===== config.mk =====
export PLATFORM = sky130hd
export DESIGN_NAME = txn_set_tracker
export DESIGN_NICKNAME = d
export VERILOG_FILES = /design/src/rtl/txn_pkg.sv /design/src/rtl/txn_ctrl.sv /design/src/rtl/txn_line.sv /design/src/rtl/txn_snoop_check.sv /design/src/rtl/txn_set_tracker.sv
export SDC_FILE = /design/constraint.sdc
export NUM_CORES = 1
export LEC_CHECK = 0
export CAP_MARGIN = 20
export CORE_MARGIN = 4
export CORE_UTILIZATION = 60
export DETAILED_ROUTE_END_ITERATION = 10
export PLACE_DENSITY_LB_ADDON = 0.08
export SLEW_MARGIN = 20
export SYNTH_ARGS = -nofsm -noshare
export SYNTH_HDL_FRONTEND = slang
export SYNTH_SLANG_ARGS = --single-unit

===== constraint.sdc =====
create_clock -name clk_i -period 3.2 [get_ports clk_i]
set_input_delay 0.48 -clock clk_i [delete_from_list [all_inputs] [get_ports clk_i]]
set_output_delay 0.48 -clock clk_i [all_outputs]
set_load 0.01 [all_outputs]

===== src/rtl/txn_pkg.sv =====
package txn_pkg;
  typedef enum logic [1:0] {
    CMD_NONE   = 2'b00,
    CMD_BEGIN  = 2'b01,
    CMD_COMMIT = 2'b10,
    CMD_ABORT  = 2'b11
  } txn_cmd_e;

  typedef enum logic [1:0] {
    CF_NONE  = 2'b00,
    CF_RD_WR = 2'b01,
    CF_WR_WR = 2'b10,
    CF_WR_RD = 2'b11
  } conflict_e;
endpackage


===== src/rtl/txn_ctrl.sv =====
module txn_ctrl
  import txn_pkg::*;
(
  input  logic       clk_i,
  input  logic       rst_ni,
  input  logic [1:0] cmd_i,
  output logic       in_txn_o,
  output logic       clear_o,
  output logic       abort_o
);
  logic in_txn_q;

  assign clear_o  = (cmd_i == CMD_COMMIT) || (cmd_i == CMD_ABORT);
  assign abort_o  = (cmd_i == CMD_ABORT);
  assign in_txn_o = in_txn_q;

  always_ff @(posedge clk_i or negedge rst_ni) begin
    if (!rst_ni)                 in_txn_q <= 1'b0;
    else if (cmd_i == CMD_BEGIN) in_txn_q <= 1'b1;
    else if (clear_o)            in_txn_q <= 1'b0;
  end

  a_r11_begin_opens: assert property (@(posedge clk_i) disable iff (!rst_ni)
    (cmd_i == CMD_BEGIN) |=> in_txn_q);
  a_r11_end_closes: assert property (@(posedge clk_i) disable iff (!rst_ni)
    ((cmd_i == CMD_COMMIT) || (cmd_i == CMD_ABORT)) |=> !in_txn_q);
endmodule


===== src/rtl/txn_line.sv =====
module txn_line #(
  parameter int unsigned TAG_W = 7
) (
  input  logic             clk_i,
  input  logic             rst_ni,
  input  logic             upd_i,
  input  logic             is_wr_i,
  input  logic             mark_i,
  input  logic [TAG_W-1:0] tag_i,
  input  logic             clear_i,
  input  logic             inval_i,
  output logic             valid_o,
  output logic [TAG_W-1:0] tag_o,
  output logic             rd_o,
  output logic             wr_o,
  output logic             hit_o,
  output logic             block_o
);
  logic             valid_q, rd_q, wr_q;
  logic [TAG_W-1:0] tag_q;
  logic             tracked;

  assign tracked = rd_q | wr_q;
  assign hit_o   = valid_q && (tag_q == tag_i);
  assign block_o = upd_i && mark_i && !hit_o && tracked;

  always_ff @(posedge clk_i or negedge rst_ni) begin
    if (!rst_ni) begin
      valid_q <= 1'b0;
      tag_q   <= '0;
      rd_q    <= 1'b0;
      wr_q    <= 1'b0;
    end else if (clear_i) begin
      rd_q <= 1'b0;
      wr_q <= 1'b0;
      if (inval_i && tracked) valid_q <= 1'b0;
    end else if (upd_i) begin
      if (hit_o) begin
        rd_q <= rd_q | (mark_i & ~is_wr_i);
        wr_q <= wr_q | (mark_i & is_wr_i);
      end else if (!tracked) begin
        valid_q <= 1'b1;
        tag_q   <= tag_i;
        rd_q    <= mark_i & ~is_wr_i;
        wr_q    <= mark_i & is_wr_i;
      end
    end
  end

  assign valid_o = valid_q;
  assign tag_o   = tag_q;
  assign rd_o    = rd_q;
  assign wr_o    = wr_q;

  a_r7_bits_cleared: assert property (@(posedge clk_i) disable iff (!rst_ni)
    clear_i |=> (!rd_q && !wr_q));
  a_r8_tracked_dropped: assert property (@(posedge clk_i) disable iff (!rst_ni)
    (inval_i && tracked) |=> !valid_q);
  a_r9_victim_kept: assert property (@(posedge clk_i) disable iff (!rst_ni)
    (block_o && !clear_i) |=> (valid_q && $stable(tag_q)));
  a_r10_no_mark_outside: assert property (@(posedge clk_i) disable iff (!rst_ni)
    (upd_i && !mark_i && !tracked && !clear_i) |=> !(rd_q || wr_q));
endmodule


===== src/rtl/txn_snoop_check.sv =====
module txn_snoop_check
  import txn_pkg::*;
#(
  parameter int unsigned TAG_W = 7
) (
  input  logic             snp_valid_i,
  input  logic             snp_excl_i,
  input  logic [TAG_W-1:0] snp_tag_i,
  input  logic             line_valid_i,
  input  logic [TAG_W-1:0] line_tag_i,
  input  logic             line_rd_i,
  input  logic             line_wr_i,
  output logic             conflict_o,
  output logic [1:0]       type_o
);
  logic hit;
  conflict_e kind;

  assign hit = snp_valid_i && line_valid_i && (line_tag_i == snp_tag_i);

  always_comb begin
    kind = CF_NONE;
    if (hit) begin
      if (snp_excl_i) begin
        if (line_wr_i)      kind = CF_WR_WR;  // write wins over read
        else if (line_rd_i) kind = CF_WR_RD;
      end else if (line_wr_i) begin
        kind = CF_RD_WR;
      end
    end
  end

  assign conflict_o = (kind != CF_NONE);
  assign type_o     = kind;
endmodule


===== src/rtl/txn_set_tracker.sv =====
module txn_set_tracker
  import txn_pkg::*;
#(
  parameter int unsigned ADDR_W    = 10,
  parameter int unsigned NUM_LINES = 8
) (
  input  logic              clk_i,
  input  logic              rst_ni,
  input  logic [1:0]        cmd_i,
  input  logic              acc_valid_i,
  input  logic              acc_write_i,
  input  logic [ADDR_W-1:0] acc_addr_i,
  input  logic              snp_valid_i,
  input  logic              snp_excl_i,
  input  logic [ADDR_W-1:0] snp_addr_i,
  output logic              acc_hit_o,
  output logic              overflow_o,
  output logic              conflict_o,
  output logic [1:0]        conflict_type_o,
  output logic              in_txn_o
);
  localparam int unsigned IDX_W = $clog2(NUM_LINES);
  localparam int unsigned TAG_W = ADDR_W - IDX_W;

  logic             in_txn, clear, abort;
  logic [IDX_W-1:0] acc_idx, snp_idx;
  logic [TAG_W-1:0] acc_tag, snp_tag;

  logic [NUM_LINES-1:0] valid_v, rd_v, wr_v, hit_v, block_v;
  logic [TAG_W-1:0]     tag_a [NUM_LINES];

  logic       snp_conf;
  logic [1:0] snp_type;
  logic       acc_hit_q, overflow_q, conflict_q;
  logic [1:0] type_q;

  assign acc_idx = acc_addr_i[IDX_W-1:0];
  assign acc_tag = acc_addr_i[ADDR_W-1:IDX_W];
  assign snp_idx = snp_addr_i[IDX_W-1:0];
  assign snp_tag = snp_addr_i[ADDR_W-1:IDX_W];

  txn_ctrl u_ctrl (
    .clk_i    (clk_i),
    .rst_ni   (rst_ni),
    .cmd_i    (cmd_i),
    .in_txn_o (in_txn),
    .clear_o  (clear),
    .abort_o  (abort)
  );

  for (genvar i = 0; i < NUM_LINES; i++) begin : g_line
    txn_line #(.TAG_W(TAG_W)) u_line (
      .clk_i   (clk_i),
      .rst_ni  (rst_ni),
      .upd_i   (acc_valid_i && !clear && (acc_idx == IDX_W'(i))),
      .is_wr_i (acc_write_i),
      .mark_i  (in_txn),
      .tag_i   (acc_tag),
      .clear_i (clear),
      .inval_i (abort),
      .valid_o (valid_v[i]),
      .tag_o   (tag_a[i]),
      .rd_o    (rd_v[i]),
      .wr_o    (wr_v[i]),
      .hit_o   (hit_v[i]),
      .block_o (block_v[i])
    );
  end

  txn_snoop_check #(.TAG_W(TAG_W)) u_snoop (
    .snp_valid_i  (snp_valid_i),
    .snp_excl_i   (snp_excl_i),
    .snp_tag_i    (snp_tag),
    .line_valid_i (valid_v[snp_idx]),
    .line_tag_i   (tag_a[snp_idx]),
    .line_rd_i    (rd_v[snp_idx]),
    .line_wr_i    (wr_v[snp_idx]),
    .conflict_o   (snp_conf),
    .type_o       (snp_type)
  );

  always_ff @(posedge clk_i or negedge rst_ni) begin
    if (!rst_ni) begin
      acc_hit_q  <= 1'b0;
      overflow_q <= 1'b0;
      conflict_q <= 1'b0;
      type_q     <= CF_NONE;
    end else begin
      acc_hit_q  <= acc_valid_i && !clear && hit_v[acc_idx];
      overflow_q <= |block_v;
      conflict_q <= snp_conf;
      type_q     <= snp_type;
    end
  end

  assign acc_hit_o       = acc_hit_q;
  assign overflow_o      = overflow_q;
  assign conflict_o      = conflict_q;
  assign conflict_type_o = type_q;
  assign in_txn_o        = in_txn;

  a_r9_ovf_not_hit: assert property (@(posedge clk_i) disable iff (!rst_ni)
    overflow_o |-> !acc_hit_o);
  a_r5_idle_quiet: assert property (@(posedge clk_i) disable iff (!rst_ni)
    (!in_txn_o && snp_valid_i) |=> !conflict_o);
  a_r5_shared_on_read: assert property (@(posedge clk_i) disable iff (!rst_ni)
    (snp_valid_i && !snp_excl_i && !wr_v[snp_idx]) |=> !conflict_o);
  a_r6_no_snoop_no_pulse: assert property (@(posedge clk_i) disable iff (!rst_ni)
    !snp_valid_i |=> (!conflict_o && conflict_type_o == 2'b00));
  a_r13_cmd_drops_access: assert property (@(posedge clk_i) disable iff (!rst_ni)
    (acc_valid_i && clear) |=> (!acc_hit_o && !overflow_o));
endmodule


* After elaboration in Yosys (flattened, before gate mapping)
Cells that the tools add are included.
** Storage, ports and cells
- Register bits after elaboration :: 86
- Output and inout port bits :: 6
- Bits of input ports :: 28
** Operators by class
- Reduce and logical (&&, ||, !) cells :: 98
- Bitwise logic cells :: 45
- Order comparisons :: 3
- Mux-type cells :: 122
- Eq/ne operators :: 51
** Operators with widths (count)
- $mux W1 :: 111
- $reduce_and A4 Y1 :: 16
- $eq A7 B7 Y1 :: 9
- $logic_and A1 B1 Y1 :: 52
- $ne A2 B2 Y1 const B :: 16
- $ne A3 B2 Y1 const B :: 8
- $or A1 B1 Y1 :: 24
- $bmux W7 S3 :: 1
- $reduce_bool A2 Y1 :: 10
- $not A1 Y1 :: 18
- $ne A2 B1 Y1 const B :: 8
- $reduce_and A2 Y1 :: 8
- $mux W7 :: 2
- $bmux W1 S3 :: 4
- $eq A3 B3 Y1 const B :: 4
- $logic_not A1 Y1 :: 9
- $lt A3 B4 Y1 const B :: 2
- $mux W2 :: 4
- $reduce_or A8 Y1 :: 1
- $eq A3 B2 Y1 const B :: 2
- $eq A2 B2 Y1 const B :: 2
- $ge A4 B4 Y1 const B :: 1
- $not A3 Y4 :: 1
- $eq A3 B1 Y1 const B :: 1
- 4 further kinds :: 5

* Longest topological paths before layout
Gate-level depths: netlist (run 1).
- Word-level depth :: 9
- Depth in mapped cells :: 8
- Depth with buffers taken out :: 6

* Modules after synthesis
From an unflattened synthesis (run 1), not the netlist that was laid out.
** Second synthesis, totals
- Cells, all modules :: 459
- Area, all modules :: 5268.8 um^2
** Modules (own cells, without submodules)
- txn_line :: cells an instance 44, area each 516.7 um^2, times used 8
- txn_set_tracker :: cells an instance 85, area each 963.4 um^2, times used 1
- txn_snoop_check :: cells an instance 18, area each 125.1 um^2, times used 1
- txn_ctrl :: cells an instance 4, area each 46.3 um^2, times used 1

* Worst setup path after synthesis (run 1)
OpenSTA, ideal clock, no wires.
- Path type :: input-to-reg
- From :: input acc_addr_i[9]
- To :: register g_line[3].u_line.tag_q[0]
- Arrival time :: 1.924 ns
- Library setup time :: 0.125 ns
- Cell stages on the path :: 7
- Path buffers :: 2
- Slack :: 1.151 ns
- Data required time :: 3.075 ns
- Cells stage by stage :: buf_2 -> buf_2 -> xor2_1 -> nor4_1 -> nand2_1 -> nand3_1 -> mux2_2
** On the way
- Cells in the longest elaborated chain, start to end :: 4
** Ends and longest elaborated chain
- start, declared :: line txn_set_tracker.sv:12 : input logic [ADDR_W-1:0] acc_addr_i,
- $eq A7 B7 Y1 :: line txn_line.sv:24 : assign hit_o = valid_q && (tag_q == tag_i);
- $logic_and A1 B1 Y1 :: line txn_line.sv:24
- $not A1 Y1 (no source line)
- $reduce_and A4 Y1 (no source line)
- end signal, assigned :: line txn_line.sv:43 : tag_q <= tag_i;
- end, declared :: line txn_line.sv:20 : logic [TAG_W-1:0] tag_q;
Every way passes these cells.
A chain may end at the register's enable or synchronous reset.

* Final worst setup path (run 1)
- From :: input acc_addr_i[5]
- To :: register g_line[1].u_line.tag_q[3]
** On the way
- Cells in the longest elaborated chain, start to end :: 4
** Ends and longest elaborated chain (line)
- $eq A7 B7 Y1 :: txn_line.sv:24
- $logic_and A1 B1 Y1 :: txn_line.sv:24
- $not A1 Y1 (no source line)
- $reduce_and A4 Y1 (no source line)
- end signal, assigned :: txn_line.sv:43
- end, declared :: txn_line.sv:20
Every way passes these cells.

==> impl.org, run 1 <==
** Outcome
- Run status :: complete, no violations

** Yosys
- Cell area after synthesis :: around 5000 um^2
- Ranked by total cell area, the synthesized netlist is headed by dfrtp_1 44%, mux2_2 13%, xor2_1 10%.
- Synthesized Nets :: approximately 470
- Fraction of synthesized cell area taken by the top area cell type :: 44.1%
- The netlist uses 35 different library cells.
- Cell type contributing the most total cell area after synthesis :: dfrtp_1
- In the synthesized netlist, the number of instances is approximately 440.
- After synthesis, the mean cell area works out to between 10 and 15 um^2.
- The Yosys step of the flow raised 0 warnings.
- After synthesis the netlist holds a flip-flop and latch count of 86.
- The share of the Yosys chip area taken by registers is between 40 and 50%.

** Setup path
- Type of the worst setup path :: in2reg
- Crit path launch type :: input pin
- The worst setup path is captured at a register.
- Data on the critical path is required at its endpoint by roughly 3.5 ns.
- Worst endpoint data arrival time :: about 2.9 ns
- Maximum fanout along the worst path :: 11

** Timing
- Final number of max-transition violations :: 0
- Setup repair after global routing left no endpoint under its margin.
- Across all setup checks in the final design, the least slack found is around 0.55 ns.
- For this run, the top clock speed supported by timing is roughly 380 MHz.
- On the final layout, the worst clock skew is slightly above 0.01 ns.
- Share of the cycle needed by the critical path after routing :: between 80 and 90%
- For the pin with the worst max-slew slack, the measured transition is 0.782 ns.
- Final Setup Violations :: 0
- Measured against its own limit, the worst slew margin works out to roughly 48%.
- Setup total negative slack on the finished layout was measured at 0 ns.
- After layout, the minimum clock period comes to about 2.6 ns.
- The count of final hold-check violations is 0.

** Clock network
- Clock insertion delay at the later pin of the skew report :: approximately 0.37 ns
- CTS tree :: built
- Hold buffers post-CTS :: 0
- The root buffer cell chosen for the clock tree is clkbuf_8.
- The number of setup buffers added after CTS is 0.
- Worst-case clock buffer depth :: 2
- Total CTS buffers :: 9
- Cells resized by post-CTS repair :: 0
- After clock tree synthesis, the clock-pin slew on the worst setup and hold paths is 0.09 ns.
- Number of sinks driven by the clock tree :: 86
- CTS H-tree depth :: 3

** Route
- Final ANT Viol Nets :: 0
- After detailed routing, the number of remaining DRC violations is 0.
- Using the TritonRoute via totals, the vias-per-cell ratio works out to 6.08.
- Initial detailed-routing violation count :: 190
- DR pass1 iterations :: 6
- Via count of the routed design :: roughly 3,700
- WL per Instance :: just over 20 um
- For this block, the routed nets add up to 12,300 um of wire.

** Floorplan
- Starting density of the core :: between 60% and 70%
- Placement row count :: 32
- Pin placement for this block handled 34 I/O pins.
- From left edge to right edge, the die measures about 100 um.
- Area of the core region :: 7810 um^2
- Die area :: around 9600 um^2
- Die Y-Extent :: roughly 98 um

** Cells and area
- In the final layout, the share of cells above drive strength 1 is between 20% and 30%.
- The finished layout holds approximately 600 standard cells, fillers aside.
- Finished Cell Area :: ~5700 um^2
- In the final design database the tool counted 523 nets.
- Layout area overhead :: 17.2%
- 0 antenna diodes ended up in the layout.

** Global route
- Entering global routing, the biggest net connects between 80 and 90 pins.
- Number of antenna violations at the first check in global routing :: 0
- The first global-routing pass estimated approximately 20,000 um of wire.
- The number of global-route vias before repair was ~3,600.
- For this run the aggregate overflow at the end of global routing stands at 0.
- Global routing consumed, over all layers together, a little over a quarter of the routing resources.

** Placement
- Detailed placement HPWL :: about 9000 um
- Number of placed instances with taps included :: about 600
- Routability-driven placement finished with a final weighted congestion of roughly 0.94.
- In this run the cell area measured after placement is 5540 um^2.
- Buffers placed on the I/O ports in this run total 33.
- Prior to clock tree synthesis, the placed netlist has a worst setup slack of 0.172 ns.

** Power and ir drop
- The worst-case IR drop observed on VDD is between 0.0003 and 0.0004 V.
- Cell Pwr Density :: about 500 nW/um^2
- P_leak :: about 2.5 nW

** Hold path
- Worst hold path class :: in2async

** Job
- The tool flagged a number of max-cap violations equal to 0.
## critical path, cell delays in order
cell             delay (ns)
clkdlybuf4s50_1        0.78
xor2_1                 0.20
nor4_1                 0.44
buf_4                  0.18
nand2_1                0.14
nand3_1                0.18
buf_12                 0.16
mux2_2                 0.34
## worst paths after layout
kind / depth (start not counted) / endpoint / start / slack [ns]
setup / recovery: 8 / g_line[1].u_line.tag_o[3]$_DFFE_PN0P_ / acc_addr_i[5] / 0.55
max in group asynchronous: 1 / g_line[4].u_line.tag_o[3]$_DFFE_PN0P_ / rst_ni / 2.51
min in group clk_i: 2 / g_line[3].u_line.valid_o$_DFFE_PN0P_ / g_line[3].u_line.valid_o$_DFFE_PN0P_ / 0.55
hold reg to reg: 2 / g_line[3].u_line.valid_o$_DFFE_PN0P_ / g_line[3].u_line.valid_o$_DFFE_PN0P_ / 0.55
hold / removal: 1 / g_line[1].u_line.wr_o$_DFFE_PN0P_ / rst_ni / 0.15
setup reg to reg: 7 / g_line[1].u_line.tag_o[3]$_DFFE_PN0P_ / g_line[1].u_line.tag_o[2]$_DFFE_PN0P_ / 1.02
## stage by stage
stage	utilization, %	total power, W	hold slack, ns
after global placement	70.9	0.00214	0.528
after CTS	73.2	0.00288	0.345
after floorplan	-	0.00191	0.184
after global routing	73.3	0.00302	0.215
after detailed placement	70.9	0.00217	0.533
final	73.3	0.00288	0.150
## Yosys cell counts (all sizes together)
cell type and number:
o41a 1, xor2 56, o21a 1, a2111oi 1
o311ai 1, mux2 57, nand2 37, and2 2
nor2b 3, o22ai 4, nor4bb 1, nand3 11
nand4 3, nor2 45, nand3b 1, clkbuf 5
nor4 16, o21ai 3, mux4 15, a211oi 1
a21o 1, a22oi 4, nor3b 1, buf 21
mux2i 23, a31oi 16, dfrtp 86, nand2b 1
xnor2 5, a21oi 8, inv 9
## registers in the layout (all words and copies together) (netlist names)
signal,cells
g_line.u_line.valid_o,8
g_line.u_line.rd_o,8
g_line.u_line.tag_o,56
conflict_o,1
acc_hit_o,1
overflow_o,1
g_line.u_line.wr_o,8
u_ctrl.in_txn_o,1
conflict_type_o,2
## layer usage
metal	wire length (um)	GRT usage, %	part of all wire [%]	vias to the layer above
li1	-	-	-	1673
met1	5390	36.7	44	1849
met2	5950	42.9	48	123
met3	790	5.29	6.4	15
met4	164	7.04	1.3	0
met5	0	0	0	-
## area by class of cell
class,count,area (um^2)
clock buffer,9,124
sequential,86,2150
inverter,9,33.8
timing repair buffer,71,667
multi-input combinational,318,2560
fill,561,2090
tap,102,128
clock inverter,7,55.1
## layout by cell type (no fill, tap or decap), types with 3 or more instances in the layout
cell type	instances
a21oi_1	8
a22oi_1	4
a31oi_1	16
buf_12	4
buf_4	34
clkbuf_8	9
clkdlybuf4s50_1	32
dfrtp_1	86
inv_1	9
inv_6	3
mux2_2	57
mux2i_1	23
mux4_2	14
nand2_1	37
nand3_1	11
nand4_1	3
nor2_1	45
nor2b_1	3
nor4_1	16
o21ai_0	3
o22ai_1	4
xnor2_1	5
xor2_1	56
## where the power goes
group          leakage [nW]  switching (W)  internal (W)
Combinational          1.35       0.000328      0.000388
Clock                0.0866       0.000426      0.000290
Sequential             1.07       0.000175       0.00127
Total                  2.51       0.000930       0.00195
## logic make-up (layout without fill, tap and decap cells)
group | after synthesis | after routing | share of synthesized area [%]
AND/OR/NAND/NOR | 121 | 121 | 11.2
multiplexers | 95 | 95 | 24.9
flip-flops | 86 | 86 | 44.1
XOR/XNOR | 61 | 61 | 10.9
AO/OA/AOI/OAI | 41 | 41 | 5.49
buffers and inverters | 35 | 96 | 3.44
Note: power is estimated with default switching activity, not from simulation.
==> inputs of run 2 (changes only) <==
--- a/config.mk
+++ b/config.mk
@@ -7,7 +7,7 @@
 export LEC_CHECK = 0
 export CAP_MARGIN = 20
 export CORE_MARGIN = 4
-export CORE_UTILIZATION = 60
+export CORE_UTILIZATION = 59
 export DETAILED_ROUTE_END_ITERATION = 10
 export PLACE_DENSITY_LB_ADDON = 0.08
 export SLEW_MARGIN = 20
==> constraint.sdc (replaced) <==
create_clock -name clk_i -period 2.6 [get_ports clk_i]
set_input_delay 0.39 -clock clk_i [delete_from_list [all_inputs] [get_ports clk_i]]
set_output_delay 0.39 -clock clk_i [all_outputs]
set_load 0.01 [all_outputs]
==> impl.org, run 2 (same netlist as run 1, synthesis figures left out) <==
** Timing
- Min cycle time layout :: around 2.4 ns
- Share of the cycle needed by the critical path after routing :: about nine tenths
- Setup repair after global routing left no endpoint under its margin.
- Peak Freq :: approximately 420 MHz
- The remaining max-slew budget at the tightest pin was 52.8% (+4.9 points).
- The number of setup violations in the final report came to 0 (unchanged).
- The setup TNS after final layout is 0 ns (unchanged).
- Final number of max-transition violations :: 0 (unchanged)
- Worst-Margin Slew :: 0.706 ns (-0.0754 ns)
- Final Hold Vio Count :: 0 (unchanged)
- The post-route clock skew was 0.0125 ns (+0.00228 ns).

** Power and ir drop
- P_leak :: 2.61 nW (+4.1%)
- Worst-case vdd ir drop :: 0.000472 V (+30%)
- The power per standard cell area is 631 nW/um^2 (+26%).

** Clock network
- The number of post-CTS setup repair buffers is 0 (unchanged).
- TritonCTS built the clock tree.
- Register clock-pin slew on the reported worst setup and hold paths :: 0.09 ns (about the same)
- Total CTS buffers :: 9 (unchanged)
- The maximum level of the CTS H-tree is 3 (unchanged).
- Hold buffers post-CTS :: 0 (unchanged)
- Number of sinks driven by the clock tree :: 86 (unchanged)
- The cell sitting at the root of the clock tree is a clkbuf_8.
- The later-pin clock latency in the skew report is 0.36 ns (about the same).
- Worst-case clock buffer depth :: 2 (unchanged)
- The post-cts resize count was 0 (unchanged).

** Setup path
- CP endpoint kind :: register
- The worst setup path is launched from an input pin.
- Endpoint required time on the critical path :: 2.88 ns (-0.57 ns)
- The critical path is of the in2reg type.
- Maximum fanout along the worst path :: 6 (-5)
- The arrival time reported for the critical path endpoint came to 2.65 ns (-0.25 ns).

** Cells and area
- Storage element area :: 2150 um^2 (unchanged)
- Compared with the post-synthesis result, the final layout area differs by 21.1%.
- Proportion of layout cells with a drive suffix above 1 :: 26.7% (+1.3 points)
- The count of fill cells added during filler insertion was 554 (-1.2%).
- Multi-input gate area in the final layout :: 2560 um^2 (unchanged)
- Most frequent standard cell in the layout excluding fill and tap cells :: dfrtp_1
- Post-Route Utilization :: 74.9% (+1.7 points)
- Filler-free cell count of the finished design :: 612 (+1.7%)
- The antenna diode instance count is 0 (unchanged).
- Commonest non-fill, non-tap cells in the layout :: 86 x dfrtp_1, 57 x mux2_2, 56 x xor2_1
- The number of nets in the finished design is 533 (+1.9%).
- The flip-flop count of the largest register after layout was 56 (unchanged).

** Placement
- Detailed placement HPWL :: 9340 um (+3.5%)
- The quantity of I/O buffers inserted on ports is 33 (unchanged).
- Final estimated routing congestion in global placement :: 0.956 (+2.0%)
- The total instance count after detailed placement came to 596 (+1.7%).

** Route
- The wire length per cell after detailed routing was 19.9 um (-2.3%).
- The final wirelength is 12,200 um (-0.67%).
- Via count of the routed design :: 3,635 (-0.68%)
- Mean number of vias per cell :: 5.94 (-2.3%)
- The length of the first detailed-routing pass in iterations was 5 (-1).
- Number of DRC violations after detailed routing :: 0 (unchanged)
- Initial detailed-routing violation count :: 286 (+51%)
- Final ANT Viol Nets :: 0 (unchanged)

** Floorplan
- Number of top-level design ports :: 34 (unchanged)
- DIE WIDTH :: 98.9 um (+0.78%)
- Area of the core region :: 7890 um^2 (+1.0%)
- The vertical die dimension came to 98.9 um (+0.78%).
- Placement row count :: 32 (unchanged)
- Starting density of the core :: 61.9% (-0.63 points)
- The area of the die is 9790 um^2 (+1.6%).

** Global route
- The initial antenna violation count came to 0 (unchanged).
- The global-route wire length before repair is 20,000 um (+1.8%).
- GRT Total Usage :: 26.6% (+0.18 points)
- The maximum number of pins on one net before global-route repair was 45 (-48%).
- Total overflow reported by the global router :: 0 (unchanged)
- Vias in the first global route :: 3,772 (+4.0%)

** Job
- Max-cap violation count :: 0 (unchanged)

** Outcome
- Run status :: complete, no violations

** Hold path
- The worst hold path belongs to the class in2async.
[run 2: cell types whose count changed in the layout (fill, tap and decap cells not counted), sizes merged]
cell | previous run | this run
inv | 12 | 9
clkinvlp | 2 | 0
bufinv | 0 | 2
buf | 39 | 49
clkbuf | 9 | 11
clkinv | 2 | 3
[run 2: power breakdown]
| part | switching [W] | internal [W] |
|---|---|---|
| clock network | 0.000483 | 0.000570 |
| logic | 0.000397 | 0.000497 |
| registers | 0.000225 | 0.00156 |
[run 2: worst paths after layout]
| path | startpoint | end | slack [ns] | cells after the start |
|---|---|---|---|---|
| max in group asynchronous | rst_ni | g_line[7].u_line.tag_o[6]$_DFFE_PN0P_ | 1.92 | 2 |
| max | snp_addr_i[0] | conflict_type_o[1]$_DFF_PN0_ | 0.23 | 8 |
| min reg2reg | g_line[0].u_line.valid_o$_DFFE_PN0P_ | g_line[0].u_line.valid_o$_DFFE_PN0P_ | 0.56 | 2 |
| min | rst_ni | acc_hit_o$_DFF_PN0_ | 0.03 | 1 |
| min in group clk_i | g_line[0].u_line.valid_o$_DFFE_PN0P_ | g_line[0].u_line.valid_o$_DFFE_PN0P_ | 0.56 | 2 |
| max reg2reg | g_line[7].u_line.tag_o[0]$_DFFE_PN0P_ | conflict_type_o[1]$_DFF_PN0_ | 0.49 | 6 |
[run 2: layout make-up]
type	instances	share of cell area (%)
Multi-Input combinational cell	318	43.3
Sequential cell	86	36.4
Timing Repair Buffer	81	13.8
Clock buffer	11	2.39
Tap cell	102	2.16
Clock inverter	5	1.40
Inverter	9	0.572
[run 2: per-layer routing]
layer,vias to the layer above,GRT usage [%],routed length [um]
li1,1691,-,-
met1,1822,38.0,5620
met2,104,41.0,5560
met3,18,7.71,840
met4,0,5.15,189
met5,-,0,0
[run 2: critical path, stage by stage]
cell and delay [ns]:
clkdlybuf4s50_1 0.51, buf_12 0.13, mux4_2 0.49, mux2i_1 0.18, xnor2_1 0.10, a2111oi_2 0.46
nand4_1 0.22, nor2_1 0.16
[run 2: metrics by stage]
stage | power, W | hold WS [ns] | cell area (um^2) | setup slack [ns]
floorplan | 0.00236 | 0.0944 | 4880 | 0.641
finish | 0.00373 | 0.0334 | 5910 | 0.233
global placement | 0.00265 | 0.420 | 5690 | -0.0727
global route | 0.00392 | 0.0458 | 5910 | 0.116
detailed placement | 0.00269 | 0.434 | 5690 | -0.101
CTS | 0.00375 | 0.0401 | 5910 | 0.280
==> inputs of run 3 (changes only) <==
--- a/config.mk
+++ b/config.mk
@@ -10,6 +10,7 @@
 export CORE_UTILIZATION = 59
 export DETAILED_ROUTE_END_ITERATION = 10
 export PLACE_DENSITY_LB_ADDON = 0.08
+export SETUP_SLACK_MARGIN = 0.5
 export SLEW_MARGIN = 20
 export SYNTH_ARGS = -nofsm -noshare
 export SYNTH_HDL_FRONTEND = slang
==> impl.org, run 3 (same netlist as run 1, synthesis figures left out) <==
** Outcome
- The flow ran to the end, and the final reports show no timing, DRC or antenna violations.

** Clock network
- CTS tree :: built
- Register clock-pin slew on the reported worst setup and hold paths :: 0.09 ns (about the same)
- Hold buffers post-CTS :: 0 (unchanged)
- The number of post-CTS setup repair buffers is 0 (unchanged).
- The later-pin clock latency in the skew report was 0.36 ns (about the same).
- The number of clock sinks seen by CTS was 86 (unchanged).
- Total CTS buffers :: 9 (unchanged)
- Clock Tree Root :: clkbuf_8
- The maximum level of the CTS H-tree came to 3 (unchanged).
- The number of buffers on the longest clock path came to 2 (unchanged).

** Setup path
- Maximum fanout along the worst path :: 10 (+4)
- STA classifies the critical path startpoint as an input pin.
- The most critical setup path has its startpoint at snp_addr_i[2].
- Worst endpoint data arrival time :: 2.34 ns (-0.31 ns)
- Type of the worst setup path :: in2reg
- The startpoint identified for the worst register-to-register timing path is g_line[3].u_line.tag_o[4]$_DFFE_PN0P_.
- Endpoint required time on the critical path :: 2.85 ns (-0.03 ns)
- The worst setup path is captured at a register.

** Global route
- Total overflow reported by the global router :: 0 (unchanged)
- Number of antenna violations at the first check in global routing :: 0 (unchanged)
- GRT Total Usage :: 26.8% (+0.15 points)
- The number of global-route vias before repair was 3,794 (+0.58%).
- The global-route wire length before repair was 20,200 um (+1.0%).
- The maximum number of pins on one net before global-route repair is 45 (unchanged).

** Route
- The via-per-instance ratio was 6.07 (+2.1%).
- The final wirelength came to 12,500 um (+2.2%).
- DR pass1 iterations :: 5 (unchanged)
- The post-detailed-route count of antenna-violating nets came to 0 (unchanged).
- The final routed DRC violation total came to 0 (unchanged).
- The wire length per cell after detailed routing came to 20.4 um (+2.2%).
- Via count of the routed design :: 3,712 (+2.1%)
- Initial detailed-routing violation count :: 288 (+0.70%)

** Timing
- Peak Freq :: 478 MHz (+13%)
- The transition at the pin with the smallest max-transition slack was 0.692 ns (-0.0140 ns).
- The post-route clock skew was 0.0133 ns (+0.000752 ns).
- Setup repair after global routing could not meet its margin everywhere.
- The final period utilization came to 80.5% (-11 points).
- Final number of max-transition violations :: 0 (unchanged)
- Hold slack final :: 0.0298 ns (-0.00361 ns)
- Normalized max-slew margin :: 53.8% (+0.94 points)
- Final Setup Violations :: 0 (unchanged)
- The count of final hold-check violations is 0 (unchanged).
- The post-route minimum period was 2.09 ns (-0.274 ns).

** Floorplan
- Placement row count :: 32 (unchanged)
- Number of top-level design ports :: 34 (unchanged)
- Area of the core region :: 7890 um^2 (unchanged)
- The die outline width is 98.9 um (unchanged).
- Die area :: 9790 um^2 (unchanged)
- The initial core utilization came to 61.9% (unchanged).
- The vertical die dimension was 98.9 um (unchanged).

** Cells and area
- Filler-free cell count of the finished design :: 612 (unchanged)
- The antenna diode instance count came to 0 (unchanged).
- Commonest non-fill, non-tap cells in the layout :: 86 x dfrtp_1, 57 x mux2_2, 56 x xor2_1
- Multi-input gate area in the final layout :: 2680 um^2 (+4.5%)
- The area used by sequential logic in the layout was 2150 um^2 (unchanged).
- The fraction of the core area covered by cells at the end of the flow was 76.5% (+1.6 points).
- The area growth from synthesis to layout is 23.6%.
- Flip-flop count of the largest register, all copies and words added :: 56 (unchanged)
- The count of fill cells added during filler insertion is 531 (-4.2%).
- The number of nets in the finished design came to 533 (unchanged).
- Most frequent standard cell in the layout excluding fill and tap cells :: dfrtp_1
- The layout cell share with drive strength beyond 1 was 30.4% (+3.7 points).

** Power and ir drop
- The standby leakage power is 2.63 nW (+0.69%).
- The power per standard cell area was 628 nW/um^2 (-0.53%).
- The maximum vdd ir drop is 0.000475 V (+0.63%).

** Placement
- Final estimated routing congestion in global placement :: 0.956 (unchanged)
- Detailed placement HPWL :: 9340 um (unchanged)
- The quantity of I/O buffers inserted on ports came to 33 (unchanged).
- The total instance count after detailed placement is 596 (unchanged).

** Job
- Max-cap violation count :: 0 (unchanged)

** Hold path
- Worst hold path class :: in2async
run 3: through the flow:
| step | instance area, um^2 | worst slack, ns | setup TNS (ns) | total power, W |
|---|---|---|---|---|
| 2_1_floorplan | 4880 | 0.641 | 0 | 0.00236 |
| 3_3_place_gp | 5690 | -0.0727 | -0.177 | 0.00265 |
| 3_5_place_dp | 5690 | -0.101 | -0.393 | 0.00269 |
| 4_1_cts | 5980 | 0.497 | 0 | 0.00378 |
| 5_1_grt | 6030 | 0.460 | 0 | 0.00397 |
| 6_report | 6030 | 0.507 | 0 | 0.00379 |
run 3: power breakdown:
part           internal, W  total [W]  switching (W)
Combinational     0.000514   0.000950       0.000437
Clock             0.000570    0.00105       0.000483
Sequential         0.00156    0.00179       0.000225
run 3: area by class of cell:
cell class                 instances  area share (%)
clock buffer                      11            2.34
clock inverter                     5            1.37
inverter                           9           0.560
multi-input combinational        318            44.3
sequential                        86            35.7
tap                              102            2.12
timing repair buffer              81            13.6
run 3: worst paths after layout:
check | cells after the start | end | slack (ns)
worst max-delay path | 8 | conflict_type_o[0]$_DFF_PN0_ | 0.51
worst min-delay path | 1 | acc_hit_o$_DFF_PN0_ | 0.03
worst max register to register | 6 | conflict_type_o[1]$_DFF_PN0_ | 0.56
worst min register to register | 1 | g_line[2].u_line.tag_o[6]$_DFFE_PN0P_ | 0.56
max in group asynchronous | 2 | g_line[6].u_line.tag_o[6]$_DFFE_PN0P_ | 1.92
min in group clk_i | 2 | g_line[6].u_line.tag_o[6]$_DFFE_PN0P_ | 0.54
run 3: timing repair:
item,4_1_cts,5_1_grt
gates resized for setup,21,12
gates cloned,0,0
endpoints found under the setup margin,54,33
pin swaps,6,8
run 3: metal layers:
layer,GRT usage [%],share of wire (%)
met3,7.15,8.5
met1,38.1,44
met2,41.6,46
met5,0,0
met4,5.46,1.3
run 3: critical path: stages:
cell and delay (ns):
clkdlybuf4s50_1 0.47, buf_6 0.16, buf_6 0.19, mux4_2 0.56, mux2_2 0.31, nand3_1 0.10, o21a_1 0.13, nor2_1 0.04
